**src/rtl/paged_board_regs.sv**
```systemverilog
module paged_board_regs #(
  parameter logic [15:0] ID_WORD  = 16'h4850,
  parameter logic [11:0] PAGE_SIG = 12'h530,
  parameter logic [15:0] OPT_MASK = 16'h10FF
) (
  input  logic        clk,
  input  logic        rst_n,
  input  logic [4:0]  bus_addr,
  input  logic        bus_wr,
  input  logic        bus_rd,
  input  logic [15:0] bus_wdata,
  output logic [15:0] bus_rdata,
  output logic        nic_sel_rd,
  output logic        nic_sel_wr,
  output logic [3:0]  nic_addr,
  output logic [15:0] nic_wdata,
  input  logic [15:0] nic_rdata,
  input  logic        nic_irq,
  input  logic [47:0] station_addr,
  input  logic [3:0]  hw_irq,
  input  logic [15:0] hw_membase,
  input  logic [15:0] lan_cfg,
  input  logic [15:0] id_cfg,
  output logic        nic_rst_n,
  output logic        brd_rst_n,
  output logic        irq_out,
  output logic [15:0] opt_bits
);
  localparam logic [3:0] PG_RUN = 4'd0;
  localparam logic [3:0] PG_MAC = 4'd1;
  localparam logic [3:0] PG_HW  = 4'd2;
  localparam logic [3:0] PG_LAN = 4'd4;
  localparam logic [3:0] PG_ID  = 4'd6;

  logic [3:0]  page;
  logic [15:0] opt, xfer_out, xfer_in, wrap;
  logic [7:0]  mac_sum, csum;
  logic [7:0]  bytes [0:16];
  logic [4:0]  lo;
  logic        brd_wr;

  assign brd_wr     = bus_wr & ~bus_addr[4];
  assign nic_sel_rd = bus_rd & bus_addr[4];
  assign nic_sel_wr = bus_wr & bus_addr[4];
  assign nic_addr   = bus_addr[3:0];
  assign nic_wdata  = bus_wdata;

  assign nic_rst_n = opt[0];
  assign brd_rst_n = opt[1];
  assign irq_out   = opt[2] & (nic_irq | opt[3]);
  assign opt_bits  = opt;

  always_ff @(posedge clk or negedge rst_n) begin
    if (!rst_n) begin
      page     <= PG_RUN;
      opt      <= '0;
      xfer_out <= '0;
      xfer_in  <= '0;
      wrap     <= '0;
    end else begin
      if (brd_wr && bus_addr[3:0] == 4'd2) page <= bus_wdata[3:0];
      if (brd_wr && bus_addr[3:0] == 4'd4) opt  <= bus_wdata & OPT_MASK;
      if (brd_wr && bus_addr[3:0] == 4'd14 && page == PG_HW) wrap <= bus_wdata;
      if (!opt[1]) begin
        xfer_out <= '0;
        xfer_in  <= '0;
      end else if (brd_wr && page == PG_RUN) begin
        if (bus_addr[3:0] == 4'd8)  xfer_out <= bus_wdata;
        if (bus_addr[3:0] == 4'd10) xfer_in  <= bus_wdata;
      end
    end
  end

  always_comb begin
    mac_sum = '0;
    for (int i = 0; i < 6; i++) mac_sum = mac_sum + station_addr[47-8*i -: 8];
  end
  assign csum = 8'hFF - mac_sum;

  always_comb begin
    for (int i = 0; i < 17; i++) bytes[i] = '0;
    bytes[0] = ID_WORD[7:0];
    bytes[1] = ID_WORD[15:8];
    bytes[2] = {PAGE_SIG[3:0], page};
    bytes[3] = PAGE_SIG[11:4];
    bytes[4] = opt[7:0];
    bytes[5] = opt[15:8];
    case (page)
      PG_RUN: begin
        bytes[8]  = xfer_out[7:0];
        bytes[9]  = xfer_out[15:8];
        bytes[10] = xfer_in[7:0];
        bytes[11] = xfer_in[15:8];
      end
      PG_MAC: begin
        for (int i = 0; i < 6; i++) bytes[8+i] = station_addr[47-8*i -: 8];
        bytes[14] = csum;
      end
      PG_HW: begin
        bytes[9]  = hw_membase[7:0];
        bytes[10] = hw_membase[15:8];
        bytes[13] = {4'h0, hw_irq};
        bytes[14] = wrap[7:0];
        bytes[15] = wrap[15:8];
      end
      PG_LAN: begin
        bytes[8] = lan_cfg[7:0];
        bytes[9] = lan_cfg[15:8];
      end
      PG_ID: begin
        bytes[12] = id_cfg[7:0];
        bytes[13] = id_cfg[15:8];
      end
      default: ;
    endcase
  end

  assign lo        = {1'b0, bus_addr[3:0]};
  assign bus_rdata = bus_addr[4] ? nic_rdata : {bytes[lo + 5'd1], bytes[lo]};

  assert_id_word_R1: assert property (@(posedge clk) disable iff (!rst_n)
    bus_addr == 5'd0 |-> bus_rdata == 16'h4850);

  assert_page_sig_R2: assert property (@(posedge clk) disable iff (!rst_n)
    bus_addr == 5'd2 |-> bus_rdata[15:4] == 12'h530);

  assert_checksum_R3: assert property (@(posedge clk) disable iff (!rst_n)
    (bus_addr == 5'd14 && bus_rdata[11:0] != 12'h000 && page == PG_MAC) |->
      8'(bus_rdata[7:0] + station_addr[7:0] + station_addr[15:8] + station_addr[23:16]
         + station_addr[31:24] + station_addr[39:32] + station_addr[47:40]) == 8'hFF);

  assert_opt_mask_R7: assert property (@(posedge clk) disable iff (!rst_n)
    (opt_bits & ~16'h10FF) == 16'h0000);

  assert_reset_follow_R8: assert property (@(posedge clk) disable iff (!rst_n)
    ($past(bus_wr) && $past(bus_addr) == 5'd4) |->
      (nic_rst_n == $past(bus_wdata[0]) && brd_rst_n == $past(bus_wdata[1])));

  assert_irq_gate_R9: assert property (@(posedge clk) disable iff (!rst_n)
    irq_out |-> opt_bits[2]);

  assert_forward_R10: assert property (@(posedge clk) disable iff (!rst_n)
    (bus_wr && bus_addr[4]) |=> $stable(opt_bits));

  assert_xfer_hold_R6: assert property (@(posedge clk) disable iff (!rst_n)
    (!brd_rst_n && $past(!brd_rst_n) && page == PG_RUN && bus_addr == 5'd8) |-> bus_rdata == 16'h0000);
endmodule

```
**config.mk**
```make
export PLATFORM = sky130hd
export DESIGN_NAME = paged_board_regs
export DESIGN_NICKNAME = d
export VERILOG_FILES = /design/src/rtl/paged_board_regs.sv
export SDC_FILE = /design/constraint.sdc
export NUM_CORES = 1
export LEC_CHECK = 0
export ABC_AREA = 0
export BUFFER_PORTS_ARGS = -buffer_cell sky130_fd_sc_hd__buf_2
export CORE_MARGIN = 3
export CORE_UTILIZATION = 30
export DETAILED_ROUTE_END_ITERATION = 8
export HOLD_SLACK_MARGIN = 0.15
export SYNTH_ARGS = -nofsm -noshare
export SYNTH_HDL_FRONTEND = slang
export SYNTH_SLANG_ARGS = --single-unit
```
**constraint.sdc**
```tcl
create_clock -name clk -period 14.1 [get_ports clk]
set_clock_uncertainty 0.05 [all_clocks]
set_input_delay 2.115 -clock clk [delete_from_list [all_inputs] [get_ports clk]]
set_output_delay 2.115 -clock clk [all_outputs]
set_load 0.02 [all_outputs]
```
==> reports/results.ini, run 1 <==
[run_status]
status=finished, final reports clean

[critical_path]
required_ns=11.94
critPathKind=primary input to output pin
r2r-end=xfer_out[12]
cp_max_fo=3
cp-start-kind=primary input
critPathCaptureType=output pin
reg2reg_from=page[2]
r2r_slack_ns=11.34
cp.arrival_ns=6.03
worstRegToRegCells=6

[global_route]
gr-total-overflow=0
grt_pass1_vias=6594
grt_usage=0.2263
grt_max_degree=64
grt_pass1_wl_um=41880
antenna_found_initial=0

[place]
dp_cells=1216
dp_hpwl_um=23080
port_buffers=191
gp_congestion=0.9847

[power]
leakagePower_uw=0.003830
power_frac_seq=0.226
pwr-share-clk=0.233
total_power_uw=889.9
p_switching_uw=391.7
ir_drop_mv=0.07895
power.density_nw_per_um2=109.5
combPwrFrac=0.541
p_sw_frac=0.4402
p_int_uw=498.2

[synth]
synth.area.top_cells=dfrtp_1 22%, mux2i_1 8.9%, fa_1 7.5%, mux2_2 7.0%, buf_4 4.3%
synth_area_per_cell_sq_um=8.532
synth_edf_count=0
netlist.area_leader.share=0.2201
synth-seq-cells=61
synth.most_common_cell=nand2_1
synthDistinctLibCells=72
synth_seq_area_share=0.2201
ys.flop_type=dfrtp_1
synth-async-reset-ratio=1.000
yosysWarnings=0
yosysTopAreaCell=dfrtp_1
synthCells=813
synth_commonest_cells=69 x nand2_1, 62 x mux2i_1, 61 x dfrtp_1
netlist_area_sq_um=6937

[clocking]
post_cts_buffers=0
cts-resized-gates=0
cts.sinks=61
clockBufferDepth=2
cts_max_level=3
cts_tree=done
cts_buffers=9
cts_root_buf=clkbuf_16
clk-insertion-delay-late_ns=0.32
postCtsHoldBufs=0
path_clk_slew_ns=0.05

[routing]
drt-total-wl_um=29080
wl_per_cell_um=23.62
drcViolationCount=0
first_pass_iters=5
ant_nets=0
routed_via_density=5.631
vias=6932
drt_iter0_drc=711

[final_layout]
final_util=0.3579
area_growth_pct=17.15
seq_area_sq_um=1528
final_nets=1123
multi_input_area_sq_um=4677
drive_gt1_frac=0.2981
fillers=2396
instances_no_fill=1231
n_antenna_cell=0

[sta]
holdWs_ns=0.4745
timing.fmax_ghz=0.1220
slew_headroom=0.2256
grt_setup_unrepaired=false
finalCritPeriodShare=0.5811
drv_slew=0
setup_viol=0
worst_slew_pin_slew_ns=1.157
hold_viol=0
setup_tns_ns=0
fin_crit_ns=8.194

[floorplan]
die_area_sq_um=24980
die_h_um=158.1
rows=55
start_util=0.3055
fp.dieW_um=158.1
io_pins=199
fp.coreArea_sq_um=22710

[hold_path]
hold_class=register to register
hp-start=wrap[3]
hold_depth=1
hold_end=wrap[3]

[job]
drv_cap=0

==> final cells by class <==
cell class,instances,area share
multi-input combinational,608,0.5755
clock inverter,3,0.002463
timing repair buffer,206,0.1315
tap,285,0.04388
sequential,61,0.1880
clock buffer,12,0.03279
inverter,56,0.02587
==> layer usage <==
| layer | vias to the layer above | wire length, um | track usage |
|---|---|---|---|
| met5 | - | 0 | 0 |
| met4 | 0 | 816 | 0.07087 |
| met3 | 35 | 2675 | 0.05194 |
| met2 | 374 | 12920 | 0.3474 |
| met1 | 3379 | 12670 | 0.3169 |
| li1 | 3144 | - | - |
==> power by group through the flow <==
stage / clock, uW / sequential, uW / combinational (uW)
floorplan: 0 / 198 / 333
global placement: 0 / 204 / 468
detailed placement: 0 / 203 / 472
CTS: 211 / 200 / 475
global route: 221 / 202 / 524
finish: 207 / 201 / 482
==> worst max path at each step <==
| stage | from | endpoint | slack [ns] | cells past startpoint |
|---|---|---|---|---|
| 2_1_floorplan | station_addr[2] | bus_rdata[4] | 6.15 | 13 |
| 3_3_place_gp | station_addr[2] | bus_rdata[4] | 5.93 | 15 |
| 3_5_place_dp | station_addr[1] | bus_rdata[11] | 5.90 | 16 |
| 4_1_cts | station_addr[1] | bus_rdata[11] | 5.89 | 16 |
| 5_1_grt | station_addr[1] | bus_rdata[11] | 5.65 | 16 |
| 6_report | station_addr[1] | bus_rdata[11] | 5.91 | 16 |
==> cells in the final DEF, fill, tap and decap left out, types with 12 or more instances in the layout <==
cell type  synthesis  routed
a31oi_1           16      16
fa_1              26      26
nor3_1            12      12
nor2_1            40      40
buf_4             40      15
ha_1              13      13
mux2i_1           62      62
nor2b_1           37      37
a22oi_1           25      25
mux2_2            43      43
dfrtp_1           61      60
nand2_1           69      69
nand3_1           23      23
inv_1             54      54
a21oi_1           36      36
xnor2_1           13      13
buf_2             16     191
o21ai_0           45      45
==> critical path: stages <==
cell and delay, ns:
buf_2 0.12, fa_1 0.54, inv_1 0.06, fa_1 0.53, inv_1 0.05, fa_1 0.51
inv_1 0.05, ha_1 0.20, or2_2 0.29, o32ai_1 0.30, xor2_1 0.13, o21ai_0 0.26
a21oi_1 0.13, o2111ai_1 0.37, a32o_1 0.22, buf_2 0.16
==> sequential cells by signal, indices dropped and copies added, names as in the netlist <==
name / count
wrap: 16
page: 4
xfer_out: 16
opt_bits: 9
xfer_in: 16
==> logic make-up after synthesis <==
family | after synthesis | synth area share
and+or+nand+nor | 229 | 0.1732
AOI/OAI and AO/OA | 207 | 0.2031
buffers and inverters | 150 | 0.1089
muxes | 110 | 0.1755
DFF | 61 | 0.2201
adders and majority gates | 39 | 0.09849
xor gates and xnor gates | 16 | 0.02020
other | 1 | 0.0005406
==> through the flow <==
step | setup WS [ns] | area (sq um)
floorplan | 6.149 | 6959
global placement | 5.928 | 7840
detailed placement | 5.899 | 7840
CTS | 5.895 | 8127
global route | 5.655 | 8127
finish | 5.906 | 8127
Power figures use the tool's default switching activity.
==> run 2: changes to the inputs <==
- clock period: 14.1 -> 8.1 ns (I/O delays scaled with it)
==> run 2 against run 1 <==
Net effect:
- die area is the same
- count of clock-buffer cells in the layout is 1 lower
- sequential power is 79% higher
- cell count unchanged
- clock power rose by 85%
- register-to-register slack got worse by 6.0 ns
- critical endpoint is now bus_rdata[5]
==> reports/results.ini, run 2 (synthesis results as in run 1) <==
[run_status]
status=finished, final reports clean

[global_route]
grt_pass1_wl_um=42640  ; +1.8%
grt_pass1_vias=6718  ; +1.9%
antenna_found_initial=0  ; unchanged
grt_usage=0.2290  ; +0.002740
grt_max_degree=64  ; unchanged
gr-total-overflow=0  ; unchanged

[clocking]
cts-resized-gates=0  ; unchanged
cts_root_buf=clkbuf_16
cts.sinks=61  ; unchanged
path_clk_slew_ns=0.05  ; about the same
postCtsHoldBufs=0  ; unchanged
post_cts_buffers=0  ; unchanged
clk-insertion-delay-late_ns=0.33  ; about the same
cts_tree=done
cts_buffers=9  ; unchanged
cts_max_level=3  ; unchanged
clockBufferDepth=2  ; unchanged

[power]
leakagePower_uw=0.003836  ; +0.15%
ir_drop_mv=0.1064  ; +35%
pwr-share-clk=0.244  ; +0.011
p_switching_uw=679.6  ; +73%
power_frac_seq=0.229  ; +0.003
combPwrFrac=0.527  ; -0.014
p_int_uw=887.4  ; +78%
p_sw_frac=0.4337  ; -0.006488
total_power_uw=1567  ; +76%
power.density_nw_per_um2=192.6  ; +76%

[place]
port_buffers=191  ; unchanged
dp_hpwl_um=22970  ; -0.49%
gp_congestion=0.9837  ; -0.10%

[floorplan]
start_util=0.3055  ; unchanged
io_pins=199  ; unchanged
die_h_um=158.1  ; unchanged
fp.dieW_um=158.1  ; unchanged
fp.coreArea_sq_um=22710  ; unchanged
rows=55  ; unchanged
die_area_sq_um=24980  ; unchanged

[sta]
drv_slew=0  ; unchanged
setup_tns_ns=0  ; unchanged
setup_viol=0  ; unchanged
hold_viol=0  ; unchanged
worst_slew_pin_slew_ns=1.170  ; +0.01376 ns
slew_headroom=0.2198  ; -0.005795
timing.fmax_ghz=0.1549
grt_setup_unrepaired=false
finalCritPeriodShare=0.7972
fin_crit_ns=6.457

[routing]
first_pass_iters=5  ; unchanged
wl_per_cell_um=23.54  ; -0.36%
drcViolationCount=0  ; unchanged
drt-total-wl_um=28980  ; -0.36%
ant_nets=0  ; unchanged
routed_via_density=5.627  ; about the same
drt_iter0_drc=571  ; -20%
vias=6927  ; -0.072%

[critical_path]
reg2reg_from=page[2]
cp_slowest_cell=fa_1
critPathCaptureType=output pin
cp.arrival_ns=5.19  ; -0.84 ns
worstSetupStartpoint=station_addr[1]
cp_max_fo=3  ; unchanged
critPathKind=primary input to output pin
path_cells=buf_2, fa_1, inv_1, fa_1, inv_1, fa_1, inv_1, ha_1, or3_1, or3_1, a31oi_1, xnor2_1, a22oi_1, o31a_1, a31oi_1, buf_2
r2r_slack_ns=5.32  ; -6.02 ns
crit_path_max_incr_delay_ns=0.54  ; about the same
required_ns=6.84  ; -5.10 ns
cp-start-kind=primary input

[hold_path]
hp-start=wrap[3]
hold_class=register to register

[job]
drv_cap=0  ; unchanged

[final_layout]
area_growth_pct=17.28
final_nets=1122  ; -0.089%
drive_gt1_frac=0.2974  ; -0.0007428
final_cell_mix=191 x buf_2, 69 x nand2_1, 62 x mux2i_1
mostFrequentLayoutCell=buf_2
reg.largest.list=wrap (16), xfer_in (16), xfer_out (16)

[run 2: changes by cell type in the layout (fill, tap and decap cells not counted)]
| cell | before | now |
|---|---|---|
| clkinv_2 | 1 | 2 |
| buf_4 | 15 | 14 |
| bufinv_16 | 0 | 1 |
| clkinvlp_4 | 2 | 1 |
| clkbuf_8 | 3 | 2 |
| diode_2 | 0 | 1 |
[run 2: layer usage]
metal	vias up	track usage	share of wire
li1	3152	-	-
met1	3361	0.3222	0.44
met2	364	0.3474	0.44
met3	50	0.05085	0.084
met4	0	0.07907	0.034
met5	-	0	0
[run 2: layout make-up]
cell class	count	area, sq um
timing repair buffer	205	1061
antenna	1	2.502
tap	285	356.6
clock buffer	11	252.7
fill	2405	14570
clock inverter	4	47.55
inverter	56	210.2
sequential	61	1528
multi-input combinational	608	4677
[run 2: metrics by stage]
stage                     hold slack (ns)    util  area (sq um)  setup WS (ns)  instances
final                              0.4759  0.3582          8135          1.643       1231
after global placement             0.4431  0.3449          7833          1.775       1215
after global routing               0.5034  0.3581          8133          1.416       1230
after CTS                          0.4772  0.3581          8133          1.658       1230
after detailed placement           0.4652  0.3449          7833          1.676       1215
after floorplan                    0.4306       -          6959          1.949        819
[run 2: worst max-delay path, delay by kind of cell]
| family | cells | cell delay [ns] |
|---|---|---|
| fa+ha+maj | 4 | 1.78 |
| compound gates | 4 | 0.86 |
| simple gates | 2 | 0.68 |
| buf+inv | 5 | 0.49 |
| xor+xnor | 1 | 0.15 |
[run 2: final timing paths]
| path | cells after the start | end |
|---|---|---|
| max | 16 | bus_rdata[5] |
| min | 1 | wrap[3] |
| max reg2reg | 6 | xfer_in[14] |
| min reg2reg | 1 | wrap[3] |
| max in group asynchronous | 2 | page[0] |
| min in group asynchronous | 2 | xfer_out[12] |
[run 2: power groups by stage]
stage	registers [uW]	logic, uW	clock network [uW]
final	360	826	382
after global routing	362	903	402
after CTS	358	815	390
after detailed placement	364	811	0
after global placement	364	808	0
after floorplan	344	580	0
==> run 3: changes to the inputs <==
- clock period: 8.1 -> 6.8 ns (I/O delays scaled with it)
==> run 3 against run 2 <==
Net effect:
- critical path depth did not move
- count of clock-buffer cells in the layout shrank 2
- via count grew 0.55%
- die area stayed put
- sequential power is 19% higher
- core utilization hardly changed
- non-clock buffer count increased by 1
- setup slack worse by 0.87 ns
- highest routed layer unchanged
- cell count is essentially flat
- sequential share of layout area hardly changed
- power increased by 19%
- combinational power rose by 20%
- critical path type unchanged
==> reports/results.ini, run 3 (synthesis results as in run 1) <==
[floorplan]
fp.dieW_um=158.1  ; unchanged
die_area_sq_um=24980  ; unchanged
io_pins=199  ; unchanged
start_util=0.3055  ; unchanged
die_h_um=158.1  ; unchanged
rows=55  ; unchanged
fp.coreArea_sq_um=22710  ; unchanged

[routing]
drt-total-wl_um=28940  ; -0.14%
wl_per_cell_um=23.49  ; -0.22%
first_pass_iters=5  ; unchanged
drcViolationCount=0  ; unchanged
vias=6965  ; +0.55%
drt_iter0_drc=735  ; +29%
ant_nets=0  ; unchanged
routed_via_density=5.653  ; +0.47%

[sta]
timing.fmax_ghz=0.1659
worst_slew_pin_slew_ns=1.035  ; -0.1357 ns
holdWs_ns=0.4989  ; +0.02301 ns
finalCritPeriodShare=0.8865
slew_headroom=0.3072  ; +0.08743
grt_setup_unrepaired=false
setup_viol=0  ; unchanged
hold_viol=0  ; unchanged
fin_crit_ns=6.028
drv_slew=0  ; unchanged
setup_tns_ns=0  ; unchanged

[critical_path]
required_ns=5.73  ; -1.11 ns
critPathKind=primary input to output pin
cp.arrival_ns=4.96  ; -0.23 ns
critPathCaptureType=output pin
path_cells=buf_2, fa_1, inv_1, fa_1, inv_1, fa_1, inv_1, ha_1, or3_1, or3_1, a31oi_1, xnor2_1, a22oi_1, o31a_1, a31oi_1, buf_2
cp_slowest_cell=fa_1
crit_path_max_incr_delay_ns=0.56  ; +0.02 ns
cp-start-kind=primary input
cp_max_fo=3  ; unchanged

[final_layout]
drive_gt1_frac=0.2981  ; +0.0007428
final_nets=1123  ; +0.089%
post-route-cell-area_sq_um=8133  ; about the same
area_growth_pct=17.24  ; about the same
reg.largest.list=wrap (16), xfer_in (16), xfer_out (16)
mostFrequentLayoutCell=buf_2
instances_no_fill=1232  ; +0.081%
final_cell_mix=191 x buf_2, 69 x nand2_1, 62 x mux2i_1

[place]
dp_cells=1216  ; +0.082%
dp_hpwl_um=23020  ; +0.23%
gp_congestion=0.9804  ; -0.34%
port_buffers=191  ; unchanged
placed_area_sq_um=7840  ; about the same

[clocking]
cts_tree=done
cts_buffers=9  ; unchanged
clk-insertion-delay-late_ns=0.32  ; about the same
path_clk_slew_ns=0.05  ; about the same
clockBufferDepth=2  ; unchanged
cts.sinks=61  ; unchanged
cts_max_level=3  ; unchanged
postCtsHoldBufs=0  ; unchanged
cts-resized-gates=0  ; unchanged
post_cts_buffers=0  ; unchanged
cts_root_buf=clkbuf_16

[global_route]
antenna_found_initial=1  ; +1
grt_pass1_wl_um=41960  ; -1.6%
grt_usage=0.2260  ; -0.003046
gr-total-overflow=0  ; unchanged
grt_max_degree=63  ; -1.6%
grt_pass1_vias=6650  ; -1.0%

[power]
leakagePower_uw=0.003823  ; -0.33%
power.density_nw_per_um2=228.5  ; +19%
ir_drop_mv=0.1471  ; +38%

[hold_path]
hold_class=register to register

[run_status]
status=finished, final reports clean

[job]
drv_cap=0  ; unchanged

-- run 3: worst paths after layout --
| path | from | endpoint | slack [ns] | cells past startpoint |
|---|---|---|---|---|
| worst max-delay path | station_addr[1] | bus_rdata[5] | 0.77 | 16 |
| worst min-delay path | xfer_out[0] | xfer_out[0] | 0.50 | 2 |
| worst max register to register | page[2] | xfer_out[1] | 3.97 | 6 |
| worst min register to register | xfer_out[0] | xfer_out[0] | 0.50 | 2 |
| max in group asynchronous | rst_n | page[0] | 5.30 | 2 |
| min in group asynchronous | rst_n | xfer_out[12] | 0.82 | 2 |
-- run 3: per-layer routing --
metal | GRT usage | up-vias | wire length [um]
met5 | 0 | - | 0
met4 | 0.08275 | 0 | 1005
met3 | 0.04319 | 43 | 2535
met2 | 0.3424 | 390 | 12620
met1 | 0.3208 | 3393 | 12780
li1 | - | 3139 | -
-- run 3: final cells by class --
type	instances	area [sq um]
multi-input combinational	608	4677
inverter	56	210.2
timing repair buffer	206	1069
antenna	1	2.502
clock buffer	9	225.2
tap	285	356.6
fill	2399	14580
sequential	61	1528
clock inverter	6	65.06
-- run 3: power breakdown --
| group | internal [uW] | leakage, uW | total, uW | switching (uW) |
|---|---|---|---|---|
| Clock | 280 | 0.000130 | 443 | 163 |
| Combinational | 374 | 0.00286 | 988 | 614 |
| Sequential | 385 | 0.000834 | 428 | 42.8 |
| Total | 1040 | 0.00382 | 1860 | 820 |
-- run 3: through the flow --
| stage | util | setup WS, ns | power [uW] |
|---|---|---|---|
| finish | 0.3581 | 0.7715 | 1859 |
| global placement | 0.3452 | 0.8663 | 1393 |
| global route | 0.3581 | 0.5421 | 1966 |
| detailed placement | 0.3452 | 0.8140 | 1400 |
| CTS | 0.3580 | 0.7862 | 1850 |
| floorplan | - | 1.039 | 1100 |
-- run 3: critical path, delay by kind of cell --
kind            cells  cell delay (ns)
compound gates      4             0.81
simple gates        2             0.69
fa+ha+maj           4             1.81
xor+xnor            1             0.15
buf+inv             5             0.48
